**config.mk**
```make
export PLATFORM = sky130hd
export DESIGN_NAME = radio_boot_seq
export DESIGN_NICKNAME = d
export VERILOG_FILES = /design/src/rtl/radio_boot_pkg.sv /design/src/rtl/boot_timer.sv /design/src/rtl/cfg_rom.sv /design/src/rtl/boot_step_rom.sv /design/src/rtl/radio_boot_seq.sv
export SDC_FILE = /design/constraint.sdc
export NUM_CORES = 1
export LEC_CHECK = 0
export ABC_AREA = 1
export BUFFER_PORTS_ARGS = -buffer_cell sky130_fd_sc_hd__buf_2
export CAP_MARGIN = 5
export CORE_MARGIN = 2
export CORE_UTILIZATION = 30
export DETAILED_ROUTE_END_ITERATION = 10
export PLACE_DENSITY = 0.52
export SLEW_MARGIN = 40
export SYNTH_ARGS = -nofsm -noshare
export SYNTH_HDL_FRONTEND = slang
export SYNTH_SLANG_ARGS = --single-unit
export TNS_END_PERCENT = 30
```
**constraint.sdc**
```tcl
create_clock -name clk -period 9.6 [get_ports clk]
set_input_delay 0.48 -clock clk [delete_from_list [all_inputs] [get_ports clk]]
set_output_delay 0.48 -clock clk [all_outputs]
set_load 0.05 [all_outputs]
```
**src/rtl/radio_boot_pkg.sv**
```systemverilog
package radio_boot_pkg;

  typedef enum logic [3:0] {
    ST_IDLE, ST_PWR, ST_CSHI, ST_SYNC, ST_SEL,
    ST_SEND, ST_RWAIT, ST_GAP, ST_DONE, ST_ERR
  } boot_st_e;

  localparam logic [7:0] CMD_RESET  = 8'h30;
  localparam logic [7:0] CMD_IDLE   = 8'h36;
  localparam logic [7:0] CMD_SLEEP  = 8'h39;
  localparam logic [7:0] ADR_PATAB  = 8'h3E;
  localparam logic [7:0] PA_VALUE   = 8'hC0;
  localparam logic [7:0] BURST_HDR  = 8'h40;
  localparam int         NUM_TXN    = 5;

  // configuration image content, index i
  function automatic logic [7:0] img_byte(input int unsigned i);
    logic [31:0] prod;
    prod = i * 32'd29;
    return prod[7:0] ^ 8'hA5;
  endfunction

  // bytes in transaction t (header included)
  function automatic int unsigned txn_len(input logic [2:0] t, input int unsigned img_len);
    case (t)
      3'd1:    return img_len + 1;
      3'd2:    return 2;
      default: return 1;
    endcase
  endfunction

  // header byte of transaction t
  function automatic logic [7:0] txn_hdr(input logic [2:0] t);
    case (t)
      3'd0:    return CMD_RESET;
      3'd1:    return BURST_HDR;
      3'd2:    return ADR_PATAB;
      3'd3:    return CMD_IDLE;
      default: return CMD_SLEEP;
    endcase
  endfunction

endpackage

```
**src/rtl/boot_timer.sv**
```systemverilog
module boot_timer #(
  parameter int CW = 12
) (
  input  logic          clk,
  input  logic          rst_n,
  input  logic          restart,
  output logic [CW-1:0] cnt_o
);
  localparam logic [CW-1:0] CMAX = '1;

  always_ff @(posedge clk or negedge rst_n) begin
    if (!rst_n)             cnt_o <= '0;
    else if (restart)       cnt_o <= '0;
    else if (cnt_o != CMAX) cnt_o <= cnt_o + 1'b1;
  end
endmodule

```
**src/rtl/cfg_rom.sv**
```systemverilog
module cfg_rom
  import radio_boot_pkg::*;
#(
  parameter int IMG_LEN = 41,
  parameter int AW      = 6
) (
  input  logic [AW-1:0] addr,
  output logic [7:0]    data
);
  logic [7:0] rom [IMG_LEN];

  for (genvar g = 0; g < IMG_LEN; g++) begin : g_rom
    assign rom[g] = img_byte(g);
  end

  always_comb begin
    data = '0;
    for (int k = 0; k < IMG_LEN; k++)
      if (addr == AW'(k)) data = rom[k];
  end
endmodule

```
**src/rtl/boot_step_rom.sv**
```systemverilog
module boot_step_rom
  import radio_boot_pkg::*;
#(
  parameter int IMG_LEN = 41,
  parameter int PW      = 6
) (
  input  logic [2:0]    txn,
  input  logic [PW-1:0] pos,
  output logic [7:0]    byte_o,
  output logic          last_o
);
  logic [7:0]    img_q;
  logic [PW-1:0] img_addr;

  assign img_addr = pos - 1'b1;

  cfg_rom #(.IMG_LEN(IMG_LEN), .AW(PW)) u_rom (
    .addr (img_addr),
    .data (img_q)
  );

  always_comb begin
    if (pos == '0)         byte_o = txn_hdr(txn);
    else if (txn == 3'd1)  byte_o = img_q;
    else                   byte_o = PA_VALUE;
    last_o = (pos == PW'(txn_len(txn, IMG_LEN) - 1));
  end
endmodule

```
**src/rtl/radio_boot_seq.sv**
```systemverilog
module radio_boot_seq
  import radio_boot_pkg::*;
#(
  parameter int DLY_CYC  = 512,
  parameter int WAIT_MAX = 4096,
  parameter int IMG_LEN  = 41
) (
  input  logic       clk,
  input  logic       rst_n,
  input  logic       start_i,
  input  logic       miso_i,
  output logic       cs_n_o,
  output logic       pin_own_o,
  output logic       sck_o,
  output logic       mosi_o,
  output logic       xfer_req_o,
  output logic [7:0] xfer_byte_o,
  input  logic       xfer_ack_i,
  output logic       done_o,
  output logic       err_o
);
  localparam int CW = $clog2(((DLY_CYC > WAIT_MAX) ? DLY_CYC : WAIT_MAX) + 1);
  localparam int PW = $clog2(IMG_LEN + 2);

  boot_st_e      state_q, state_d;
  logic [CW-1:0] cnt;
  logic [2:0]    txn_q;
  logic [PW-1:0] pos_q;
  logic          step_last;
  logic          dly_hit, to_hit, polling, tmo_evt, byte_evt;

  boot_timer #(.CW(CW)) u_tmr (
    .clk     (clk),
    .rst_n   (rst_n),
    .restart (state_q != state_d),
    .cnt_o   (cnt)
  );

  boot_step_rom #(.IMG_LEN(IMG_LEN), .PW(PW)) u_step (
    .txn    (txn_q),
    .pos    (pos_q),
    .byte_o (xfer_byte_o),
    .last_o (step_last)
  );

  assign dly_hit  = (cnt == CW'(DLY_CYC - 1));
  assign to_hit   = (cnt == CW'(WAIT_MAX - 1));
  assign polling  = (state_q == ST_SYNC) || (state_q == ST_SEL) || (state_q == ST_RWAIT);
  assign tmo_evt  = polling && miso_i && to_hit;
  assign byte_evt = (state_q == ST_SEND) && xfer_ack_i;

  always_comb begin
    state_d = state_q;
    case (state_q)
      ST_IDLE, ST_DONE, ST_ERR: if (start_i) state_d = ST_PWR;
      ST_PWR:   if (dly_hit) state_d = ST_CSHI;
      ST_CSHI:  if (dly_hit) state_d = ST_SYNC;
      ST_SYNC, ST_SEL: begin
        if (!miso_i)     state_d = ST_SEND;
        else if (to_hit) state_d = ST_ERR;
      end
      ST_SEND:  if (xfer_ack_i && step_last) state_d = (txn_q == 3'd0) ? ST_RWAIT : ST_GAP;
      ST_RWAIT: begin
        if (!miso_i)     state_d = ST_GAP;
        else if (to_hit) state_d = ST_ERR;
      end
      ST_GAP:   state_d = (txn_q == 3'(NUM_TXN - 1)) ? ST_DONE : ST_SEL;
      default:  state_d = ST_IDLE;
    endcase
  end

  always_ff @(posedge clk or negedge rst_n) begin
    if (!rst_n) begin
      state_q <= ST_IDLE;
      txn_q   <= '0;
      pos_q   <= '0;
    end else begin
      state_q <= state_d;
      if (state_d == ST_PWR) begin
        txn_q <= '0;
        pos_q <= '0;
      end else if (byte_evt) begin
        pos_q <= step_last ? '0 : pos_q + 1'b1;
      end else if (state_q == ST_GAP && state_d == ST_SEL) begin
        txn_q <= txn_q + 1'b1;
      end
    end
  end

  always_comb begin
    cs_n_o    = 1'b1;
    pin_own_o = 1'b0;
    sck_o     = 1'b0;
    mosi_o    = 1'b0;
    case (state_q)
      ST_PWR:  begin cs_n_o = 1'b0; pin_own_o = 1'b1; sck_o = 1'b1; end
      ST_CSHI: begin cs_n_o = 1'b1; pin_own_o = 1'b1; sck_o = 1'b1; end
      ST_SYNC: begin cs_n_o = 1'b0; pin_own_o = 1'b1; end
      ST_SEL, ST_SEND, ST_RWAIT: cs_n_o = 1'b0;
      default: ;
    endcase
  end

  assign xfer_req_o = (state_q == ST_SEND);
  assign done_o     = (state_q == ST_DONE);
  assign err_o      = (state_q == ST_ERR);
endmodule

```
==> results <==
- The via count of the first global-routing pass is approximately 2900.
- Dividing the detail-routed via count by the number of cells gives roughly 4.6.
- The flow ran to the end, and the final reports show no timing, DRC or antenna violations.
- Counting stages on the worst path, the most repeated cell is sky130_fd_sc_hd__nand2_1.
- The netlist area before placement is approximately 0.0030 mm².
- The post-layout minimum cycle time is 4.63 ns.
- The worst setup path is launched from a register.
- The first global-routing pass estimated 12900 µm of wire.
- The final number of max-transition violations is 0.
- The tree built by TritonCTS fans out to 26 sinks.
- For this design, the CTS-stage hold fixing added 0 buffers.
- The total overflow left after global routing is 0.
- The starting DRC count in detailed routing is about 120.
- The tool flagged a number of max-cap violations equal to 0.
- The most common cell after layout, fill and taps aside is sky130_fd_sc_hd__nand2_1.
- At the end of the flow, the number of nets in the layout was 556.
- The setup-violating endpoint count in the final report is 0.
- 20 I/O pins were placed.
- The detailed-placement wirelength estimate is roughly 5900 µm.
- The total negative setup slack is 0 ns.
- The number of rows created at floorplan is 36.
- After layout, the worst setup slack is 4.97 ns.
- The die covers between 0.01 and 0.015 mm².
- Once layout is complete, the utilization of the core stands at 0.339.
- The worst register-to-register path has a setup slack of between 6 and 7 ns.
- The count of inserted antenna diode cells is 0.
- When the netlist entered floorplanning its net count stood at around 540.
- No sink is reached through more buffers than the 2 on the longest clock path.
- The cell at the slowest stage of the critical path is sky130_fd_sc_hd__dfrtp_1.
- The final setup skew is between 0.01 and 0.015 ns.
- The number of levels the H-tree was split into is 1.
- The first detailed-routing pass ran for 4 iterations.
- The number of nets still failing antenna checks after routing is 0.
- For the worst setup path, the data arrival time is 4.15 ns.
- The total DRC errors in the routed layout is 0.
- The area of the placeable core is approximately 0.0097 mm².
- Compared with the post-synthesis result, the final layout area differs by 10.1%.
- The clock-pin slew on the worst setup and hold paths is about 0.10 ns.
- In this run the vertical extent of the chip is slightly above 100 µm.
- TritonCTS built the clock tree.
- The worst max-slew margin expressed relative to the limit is 0.568.
- VDD sags by at most about 160 µV.
- Of the available clock period, the critical path in the final layout requires 0.483.
- After synthesis, the share of flip-flops with an asynchronous set or reset is 1.00.
- For this design the static power due to leakage is between 1.5 and 2 nW.
- The number of antenna violations at the first check in global routing is 0.
- The tightest min-delay check is of the in -> async type.
- The worst setup timing slack at the placement stage is 5.25 ns.
- After synthesis the netlist holds a flip-flop and latch count of 26.
- The delay of the slowest cell on the worst path is ~0.44 ns.
- The number of post-CTS setup repair buffers is 0.
- The cell count after synthesis is 521.
- The data required time of the critical path is just over 9 ns.
- The sequential fraction of the synthesis area is 0.218.
- Entering global routing, the biggest net connects 27 pins.
- Counting the buffers created by CTS gives 3.
- The overall routing resource usage is 0.137.
- In the layout the commonest cells are sky130_fd_sc_hd__nand2_1, sky130_fd_sc_hd__nor2_1, sky130_fd_sc_hd__inv_1, sky130_fd_sc_hd__nand3_1, sky130_fd_sc_hd__o21ai_0.
- The synthesized netlist contains 40 unique library cells.
- In this run, post-CTS repair resized a total of 0 instances.
- Power spread over the standard cell area amounts to 142 mW/mm².
- In the final routed layout, each cell accounts on average for around 11 µm.
- In this run the tool buffered the top-level ports with 18 buffer cells.
- The category of the worst setup path capture point is a primary output.
- The fraction of layout cells with a size suffix above 1 is 0.0891.
- The mean cell area of the mapped netlist is roughly 5.7 µm².
- During synthesis, Yosys emitted a total of 0 warnings.
- For the pin with the worst max-slew slack, the measured transition is ~0.63 ns.
- The number of hold violations in the final report is 0.
- Summing internal, switching and leakage power gives about 470 µW.
- The floorplan die width is between 100 and 150 µm.
- The count of flip-flops with a built-in enable after synthesis is 0.
- The routed wire length is 7160 µm.
- The most used flip-flop cell after synthesis is sky130_fd_sc_hd__dfrtp_1.
- The placer's final routability congestion estimate is 0.860.
- The type of the setup path with the least slack is reg -> out.
- The root buffer cell chosen for the clock tree is sky130_fd_sc_hd__clkbuf_8.
- The number of vias after detailed routing is 3102.
- The clock latency of the later-clocked register in the worst-skew pair is ~0.27 ns.
- Setup repair after global routing left no endpoint under its margin.
- The maximum fanout along the worst path is 10.
- The maximum clock rate is roughly 0.22 GHz.
- The effective utilization at floorplan is 0.307.
## path summary, 6_finish.rpt
path / from / endpoint / cells after the start
setup / recovery: pos_q[0] / xfer_byte_o[0] / 49
hold / removal: rst_n / u_tmr.cnt_o[9] / 1
setup reg to reg: u_tmr.cnt_o[0] / u_tmr.cnt_o[10] / 16
hold reg to reg: txn_q[2] / txn_q[2] / 2
max in group asynchronous: rst_n / txn_q[1] / 1
min in group clk: txn_q[2] / txn_q[2] / 2
## per-layer routing
layer,vias to the layer above,global-route usage,routed length [µm]
li1,1674,-,-
met1,1353,0.180,3530
met5,-,0,0
met4,0,0.0328,99
met2,63,0.246,3350
met3,12,0.00692,175
## synth_stat cells, drive strengths merged, types with 3 or more instances
cell      n  share of area
nand4     8          0.017
xnor2     3          0.011
inv     106           0.13
nand3    41          0.071
nor2    103           0.14
o221ai    3         0.0088
nor4      4         0.0084
nor3     12          0.020
nand2   126           0.17
o21ai    29          0.050
dfrtp    26           0.22
a21oi    19          0.032
ha       11          0.046
xor2      7          0.021
## final cells by class
class | instances | area [µm²]
fill | 1098 | 6400
clock inverter | 1 | 30.0
timing repair buffer | 18 | 90.1
multi-input combinational | 385 | 1900
clock buffer | 3 | 41.3
sequential | 26 | 651
inverter | 106 | 400
tap | 133 | 166
## cells by family (layout without fill, tap and decap cells)
group	after synthesis	count (layout)	synth area share
adders and majority gates	11	11	0.0462
buffers and inverters	110	128	0.143
other	1	1	0.00126
xor gates and xnor gates	10	10	0.0319
DFF	26	26	0.218
AOI/OAI and AO/OA	66	66	0.129
and+or+nand+nor	297	297	0.430
## state kept, by name (all words and copies together), names as in the netlist
register / flops
pos_q: 6
state_q: 4
txn_q: 3
u_tmr.cnt_o: 13
## worst max-delay path: cells and delay by family (launching register included)
| kind | cells | cell delay (ns) |
|---|---|---|
| simple gates | 45 | 2.55 |
| compound gates | 1 | 0.13 |
| flops | 1 | 0.44 |
| buf+inv | 2 | 0.42 |
| fa+ha+maj | 1 | 0.32 |
## through the flow
step	std cells	cell area (µm²)	hold slack, ns
CTS	672	3280	0.217
global placement	668	3210	0.520
finish	672	3280	0.193
detailed placement	668	3210	0.526
floorplan	521	2980	0.184
global route	672	3280	0.235
## where the power goes
| group | switching, mW | internal, mW | total (mW) |
|---|---|---|---|
| logic | 0.184 | 0.0592 | 0.243 |
| clock network | 0.0343 | 0.0558 | 0.0901 |
| registers | 0.0133 | 0.120 | 0.134 |
(Power assumes the default switching activity.)
